$ cat config.mk
export PLATFORM = sky130hd
export DESIGN_NAME = pattern_match_trigger
export DESIGN_NICKNAME = d
export VERILOG_FILES = /design/src/rtl/pmt_pkg.sv /design/src/rtl/pmt_regbank.sv /design/src/rtl/pmt_masked_cmp.sv /design/src/rtl/pmt_sample_hist.sv /design/src/rtl/pattern_match_trigger.sv
export SDC_FILE = /design/constraint.sdc
export NUM_CORES = 2
export LEC_CHECK = 0
export CORE_ASPECT_RATIO = 1.75
export CORE_UTILIZATION = 58
export CTS_CLUSTER_DIAMETER = 200
export CTS_CLUSTER_SIZE = 25
export DETAILED_ROUTE_END_ITERATION = 12
export HOLD_SLACK_MARGIN = 0.12
export PLACE_DENSITY = 0.77
export SYNTH_ARGS = -nofsm -noshare
export SYNTH_HDL_FRONTEND = slang
export SYNTH_HIERARCHICAL = 1
export SYNTH_SLANG_ARGS = --single-unit
$ cat constraint.sdc
create_clock -name clk -period 4.7 [get_ports clk]
set_clock_uncertainty 0.05 [all_clocks]
set_input_delay 0.47 -clock clk [delete_from_list [all_inputs] [get_ports clk]]
set_output_delay 0.47 -clock clk [all_outputs]
set_load 0.02 [all_outputs]
$ cat src/rtl/pmt_pkg.sv
package pmt_pkg;

    localparam int BANK_W = 3;

    typedef enum logic [BANK_W-1:0] {
        BANK_TRIG_VAL = 3'd0,
        BANK_TRIG_MSK = 3'd1,
        BANK_DATA_VAL = 3'd2,
        BANK_DATA_MSK = 3'd3,
        BANK_CTRL     = 3'd4
    } bank_e;

    localparam int CTRL_W       = 3;
    localparam int CTRL_TOGGLE  = 0;
    localparam int CTRL_DATA_TS = 1;
    localparam int CTRL_TRIG_TS = 2;

    typedef enum logic {
        HIST_EMPTY = 1'b0,
        HIST_FULL  = 1'b1
    } hist_state_e;

endpackage

$ cat src/rtl/pmt_regbank.sv
module pmt_regbank #(
    parameter int NWORDS = 8,
    parameter int WORD_W = 32,
    localparam int IDX_W  = (NWORDS > 1) ? $clog2(NWORDS) : 1,
    localparam int FULL_W = NWORDS * WORD_W
) (
    input  logic              clk,
    input  logic              rst_n,
    input  logic              wr_en,
    input  logic              wr_msk,
    input  logic [IDX_W-1:0]  wr_idx,
    input  logic [WORD_W-1:0] wdata,
    output logic [FULL_W-1:0] val_o,
    output logic [FULL_W-1:0] msk_o
);

    for (genvar k = 0; k < NWORDS; k++) begin : g_word
        logic sel;
        assign sel = wr_en && (wr_idx == IDX_W'(k));

        always_ff @(posedge clk or negedge rst_n) begin
            if (!rst_n) begin
                val_o[k*WORD_W +: WORD_W] <= '0;
                msk_o[k*WORD_W +: WORD_W] <= '0;
            end else if (sel) begin
                if (wr_msk) begin
                    msk_o[k*WORD_W +: WORD_W] <= wdata;
                end else begin
                    val_o[k*WORD_W +: WORD_W] <= wdata;
                end
            end
        end
    end

endmodule

$ cat src/rtl/pmt_masked_cmp.sv
module pmt_masked_cmp #(
    parameter int NWORDS = 8,
    parameter int WORD_W = 32,
    localparam int FULL_W = NWORDS * WORD_W
) (
    input  logic [FULL_W-1:0] cmp_i,
    input  logic [FULL_W-1:0] val_i,
    input  logic [FULL_W-1:0] msk_i,
    output logic              hit_o
);

    logic [NWORDS-1:0] word_ok;

    for (genvar k = 0; k < NWORDS; k++) begin : g_word
        logic [WORD_W-1:0] diff;
        assign diff       = (cmp_i[k*WORD_W +: WORD_W] ^ val_i[k*WORD_W +: WORD_W])
                          & msk_i[k*WORD_W +: WORD_W];
        assign word_ok[k] = (diff == '0);
    end

    assign hit_o = &word_ok;

endmodule

$ cat src/rtl/pmt_sample_hist.sv
module pmt_sample_hist
    import pmt_pkg::*;
#(
    parameter int DATA_W = 256
) (
    input  logic              clk,
    input  logic              rst_n,
    input  logic              smp_valid,
    input  logic [DATA_W-1:0] smp_data,
    output logic [DATA_W-1:0] prev_o,
    output logic              hist_ok_o
);

    hist_state_e state_q, state_d;

    // state register
    always_ff @(posedge clk or negedge rst_n) begin
        if (!rst_n) begin
            state_q <= HIST_EMPTY;
        end else begin
            state_q <= state_d;
        end
    end

    // next state: first_sample moves EMPTY -> FULL
    always_comb begin
        state_d = state_q;
        unique case (state_q)
            HIST_EMPTY: if (smp_valid) state_d = HIST_FULL;
            HIST_FULL:  state_d = HIST_FULL;
            default:    state_d = HIST_EMPTY;
        endcase
    end

    // held sample follows every valid sample
    always_ff @(posedge clk or negedge rst_n) begin
        if (!rst_n) begin
            prev_o <= '0;
        end else if (smp_valid) begin
            prev_o <= smp_data;
        end
    end

    assign hist_ok_o = (state_q == HIST_FULL);

endmodule

$ cat src/rtl/pattern_match_trigger.sv
module pattern_match_trigger
    import pmt_pkg::*;
#(
    parameter int DATA_W = 256,
    parameter int WORD_W = 32,
    localparam int NWORDS = DATA_W / WORD_W,
    localparam int IDX_W  = (NWORDS > 1) ? $clog2(NWORDS) : 1,
    localparam int ADDR_W = BANK_W + IDX_W
) (
    input  logic              clk,
    input  logic              rst_n,
    input  logic              mon_valid,
    input  logic [DATA_W-1:0] mon_data,
    input  logic              reg_wr_en,
    input  logic [ADDR_W-1:0] reg_addr,
    input  logic [WORD_W-1:0] reg_wdata,
    output logic [WORD_W-1:0] reg_rdata,
    output logic              trig_hit,
    output logic              patt_hit,
    output logic              ts_req
);

    // address decode
    logic [BANK_W-1:0] bank;
    logic [IDX_W-1:0]  idx;
    assign bank = reg_addr[ADDR_W-1 -: BANK_W];
    assign idx  = reg_addr[IDX_W-1:0];

    logic trig_we, data_we, ctrl_we;
    assign trig_we = reg_wr_en && ((bank == BANK_TRIG_VAL) || (bank == BANK_TRIG_MSK));
    assign data_we = reg_wr_en && ((bank == BANK_DATA_VAL) || (bank == BANK_DATA_MSK));
    assign ctrl_we = reg_wr_en && (bank == BANK_CTRL) && (idx == '0);

    // pattern storage
    logic [DATA_W-1:0] trig_val, trig_msk, data_val, data_msk;

    pmt_regbank #(.NWORDS(NWORDS), .WORD_W(WORD_W)) u_trig_bank (
        .clk    (clk),
        .rst_n  (rst_n),
        .wr_en  (trig_we),
        .wr_msk (bank == BANK_TRIG_MSK),
        .wr_idx (idx),
        .wdata  (reg_wdata),
        .val_o  (trig_val),
        .msk_o  (trig_msk)
    );

    pmt_regbank #(.NWORDS(NWORDS), .WORD_W(WORD_W)) u_data_bank (
        .clk    (clk),
        .rst_n  (rst_n),
        .wr_en  (data_we),
        .wr_msk (bank == BANK_DATA_MSK),
        .wr_idx (idx),
        .wdata  (reg_wdata),
        .val_o  (data_val),
        .msk_o  (data_msk)
    );

    logic [CTRL_W-1:0] ctrl_q;
    always_ff @(posedge clk or negedge rst_n) begin
        if (!rst_n) begin
            ctrl_q <= '0;
        end else if (ctrl_we) begin
            ctrl_q <= reg_wdata[CTRL_W-1:0];
        end
    end

    // read path
    logic [WORD_W-1:0] rd_d;
    always_comb begin
        rd_d = '0;
        case (bank)
            BANK_TRIG_VAL: rd_d = trig_val[idx*WORD_W +: WORD_W];
            BANK_TRIG_MSK: rd_d = trig_msk[idx*WORD_W +: WORD_W];
            BANK_DATA_VAL: rd_d = data_val[idx*WORD_W +: WORD_W];
            BANK_DATA_MSK: rd_d = data_msk[idx*WORD_W +: WORD_W];
            BANK_CTRL:     if (idx == '0) rd_d[CTRL_W-1:0] = ctrl_q;
            default:       rd_d = '0;
        endcase
    end

    always_ff @(posedge clk or negedge rst_n) begin
        if (!rst_n) begin
            reg_rdata <= '0;
        end else begin
            reg_rdata <= rd_d;
        end
    end

    // sample history
    logic [DATA_W-1:0] prev_smp;
    logic              hist_ok;

    pmt_sample_hist #(.DATA_W(DATA_W)) u_hist (
        .clk       (clk),
        .rst_n     (rst_n),
        .smp_valid (mon_valid),
        .smp_data  (mon_data),
        .prev_o    (prev_smp),
        .hist_ok_o (hist_ok)
    );

    // comparators
    logic toggle_mode;
    logic [DATA_W-1:0] data_cmp;
    assign toggle_mode = ctrl_q[CTRL_TOGGLE];
    assign data_cmp    = toggle_mode ? (mon_data ^ prev_smp) : mon_data;

    logic trig_eq, data_eq;

    pmt_masked_cmp #(.NWORDS(NWORDS), .WORD_W(WORD_W)) u_trig_cmp (
        .cmp_i (mon_data),
        .val_i (trig_val),
        .msk_i (trig_msk),
        .hit_o (trig_eq)
    );

    pmt_masked_cmp #(.NWORDS(NWORDS), .WORD_W(WORD_W)) u_data_cmp (
        .cmp_i (data_cmp),
        .val_i (data_val),
        .msk_i (data_msk),
        .hit_o (data_eq)
    );

    logic trig_fire, data_fire, ts_fire;
    assign trig_fire = mon_valid && trig_eq;
    assign data_fire = mon_valid && data_eq && (!toggle_mode || hist_ok);
    assign ts_fire   = (data_fire && ctrl_q[CTRL_DATA_TS])
                    || (trig_fire && ctrl_q[CTRL_TRIG_TS]);

    // output process
    always_ff @(posedge clk or negedge rst_n) begin
        if (!rst_n) begin
            trig_hit <= 1'b0;
            patt_hit <= 1'b0;
            ts_req   <= 1'b0;
        end else begin
            trig_hit <= trig_fire;
            patt_hit <= data_fire;
            ts_req   <= ts_fire;
        end
    end

endmodule

==> metrics.txt <==
Rel. slew slack -0.0125; WL per Instance 41.2 um; Hold WC Path Type input pin to async pin; ys async rst share 1.00; Crit. End Element flip-flop; CTS H-tree lvls 2; final hold violation count 0; DRC Markers 0; Yosys reg bits 1319; worst vdd ir 0.351 mV; hpwl dp 195000 um; leakage dissipation 34.7 nW; register area share after synthesis 0.483; gpl congestion 1.05; chip width 262 um; failing checks max-slew violations; CTS tree built; first-pass GRT wire length 394000 um; setup total negative slack 0 ns; vias post-DR 50300; drt pass-1 iters 8; number of flops mapped to enable cells by yosys 0; synth warn 6; number of core rows 166; fin util 0.646; CP Class flip-flop to flip-flop; pin count of the biggest net entering global routing 153; worst skew pair latency 0.76 ns; synth top area cells dfrtp_1 48%, mux2_2 17%, xor2_1 6.6%; ys flop type dfrtp_1; Final Cycle Share 0.981; Post-Syn Area 0.0684 mm^2; Starting Density 0.585; # IOs 333; Final min period 4.61 ns; initial drt markers 6553; Commonest cells post-synth 1319 x dfrtp_1, 1041 x mux2_2, 512 x xor2_1, 352 x a22oi_1, 322 x mux2i_1; Worst-Margin Slew 1.52 ns; fraction of layout cells with a size suffix above 1 0.310; Max-Cap Viols 0; status finished with violations; final-stage net count 5661; vias in the first global route 50600; vias per cell 7.27; antenna viol nets, final 0; Power Dens Cells 353 mW/mm^2; Synth area leader dfrtp_1; Avg Inst Size Synth 13.3 um^2; CTS buffer count 58; Bufs on Longest Clock Path 3; Die ar. 0.119 mm^2; Area Overhead vs Synth 10.5%; Cells after Synth 5147; fin. max-slew vios 1; clock root buffer clkbuf_16; Routed WL 284000 um; IO Port Bufs 332; maximum clock rate 217 MHz; RSZ-0062 raised after global routing no; setup violators final 0; Core Area 0.117 mm^2; Synth Net Count 5445; cell with the most instances after synthesis dfrtp_1; antenna violations before repair 37; CTS Sinks 1319; gr usage total 0.480; Startpoint Class flip-flop; post-synth top area share 0.483; Netlist cell types 49; CP Data Arrival Time 5.25 ns; Critical Path RT 5.33 ns; clock slew at reported path FFs 0.11 ns; die height 456 um; grt ovf 0; CP Max Fanout 28
## layer usage
metal  wire, um  part of all wire  track usage
met5        274           0.00096       0.0141
met4      37400              0.13        0.504
met3      31900              0.11        0.172
met2     124000              0.44        0.691
met1      90700              0.32        0.528
## registers in the layout, indices dropped and copies added (netlist names)
register	count
ctrl_q	3
u_hist/prev_o	256
trig_hit	1
ts_req	1
reg_rdata	32
u_hist/hist_ok_o	1
patt_hit	1
u_trig_bank/msk_o	256
u_data_bank/msk_o	256
u_data_bank/val_o	256
u_trig_bank/val_o	256
## worst max-delay path, stage by stage (launching register included)
cell and delay, ns:
dfrtp_4 0.69, buf_12 0.26, buf_4 0.40, nand2_1 0.13, xnor2_1 0.29, xor2_1 0.18, a22oi_2 0.56, nand4_1 0.28
nor4_4 0.56, nand4_1 0.16, nor2_1 0.21, nand2_1 0.10, a21oi_2 0.39, a22o_1 0.20
## timing repair
item / in CTS / in global routing
endpoints found under the hold margin: 114 / 0
endpoints found under the setup margin: 2 / 2
hold buffers: 1 / 0
resized for setup: 3 / 2
pin swaps: 0 / 1
setup buffers: 0 / 0
## where the power goes
group | internal, W | leakage (nW) | switching (W)
Clock | 0.00225 | 0.737 | 0.00377
Sequential | 0.0126 | 17.2 | 0.00141
Combinational | 0.00280 | 16.7 | 0.00379
Total | 0.0177 | 34.7 | 0.00898
## metrics by stage
step	hold slack, ns	std cells	total power [W]	cell area (um^2)	setup WS, ns
floorplan	0.124	5147	0.0172	68400	2.06
finish	0.238	6912	0.0267	75600	0.0870
global placement	0.403	6813	0.0202	73900	-0.161
detailed placement	0.410	6813	0.0204	73900	-0.297
CTS	0.285	6876	0.0262	75500	0.184
global route	0.322	6887	0.0271	75500	0.133
## cells by family (layout without fill, tap and decap cells)
logic type | Yosys count | after routing | share of synthesized area
mux | 1708 | 1708 | 0.304
flops | 1319 | 1319 | 0.483
xor+xnor | 768 | 768 | 0.0984
compound gates | 529 | 529 | 0.0551
simple gates | 478 | 478 | 0.0329
buf+inv | 345 | 563 | 0.0269
other cells | 0 | 35 | 0
## path summary, 6_finish.rpt
| path | startpoint | end | slack [ns] | cells past startpoint |
|---|---|---|---|---|
| min in group clk | mon_valid | u_hist/prev_o[164] | 0.29 | 2 |
| min reg2reg | u_hist/hist_ok_o | u_hist/hist_ok_o | 0.44 | 1 |
| max reg2reg | ctrl_q[0] | ts_req | 0.09 | 13 |
| max | ctrl_q[0] | ts_req | 0.09 | 13 |
| max in group asynchronous | rst_n | u_trig_bank/val_o[176] | 2.79 | 3 |
| min | rst_n | u_hist/prev_o[27] | 0.24 | 2 |
## cells in the final DEF, fill, tap and decap left out, drive strengths merged, types with 2 or more instances in the layout
| master | netlist | layout |
|---|---|---|
| mux4 | 98 | 98 |
| nand4 | 69 | 69 |
| inv | 2 | 3 |
| nor2b | 2 | 2 |
| xor2 | 512 | 512 |
| o21ai | 42 | 42 |
| a41oi | 28 | 28 |
| mux2i | 322 | 322 |
| and2 | 2 | 2 |
| and3 | 2 | 2 |
| clkbuf | 137 | 60 |
| or3b | 2 | 2 |
| o22ai | 86 | 86 |
| nand3b | 6 | 6 |
| dfrtp | 1319 | 1319 |
| nand3 | 39 | 39 |
| and4bb | 2 | 2 |
| nor2 | 29 | 29 |
| a21oi | 14 | 14 |
| clkdlybuf4s50 | 0 | 325 |
| mux2 | 1288 | 1288 |
| diode | 0 | 35 |
| nor3b | 5 | 5 |
| nand2 | 282 | 282 |
| a22oi | 352 | 352 |
| or2 | 3 | 3 |
| nand2b | 8 | 8 |
| xnor2 | 256 | 256 |
| nor4 | 16 | 16 |
| buf | 206 | 173 |
| a32oi | 3 | 3 |
| or3 | 6 | 6 |
| nand4b | 2 | 2 |
## area by class of cell
cell class,instances,area [um^2]
inverter,2,7.51
fill,8954,41400
antenna,35,87.6
clock inverter,2,17.5
multi-input combinational,3483,33800
sequential,1319,33000
tap,1512,1890
clock buffer,60,1480
timing repair buffer,499,5260
No activity file was read; power rests on OpenSTA's default activity.
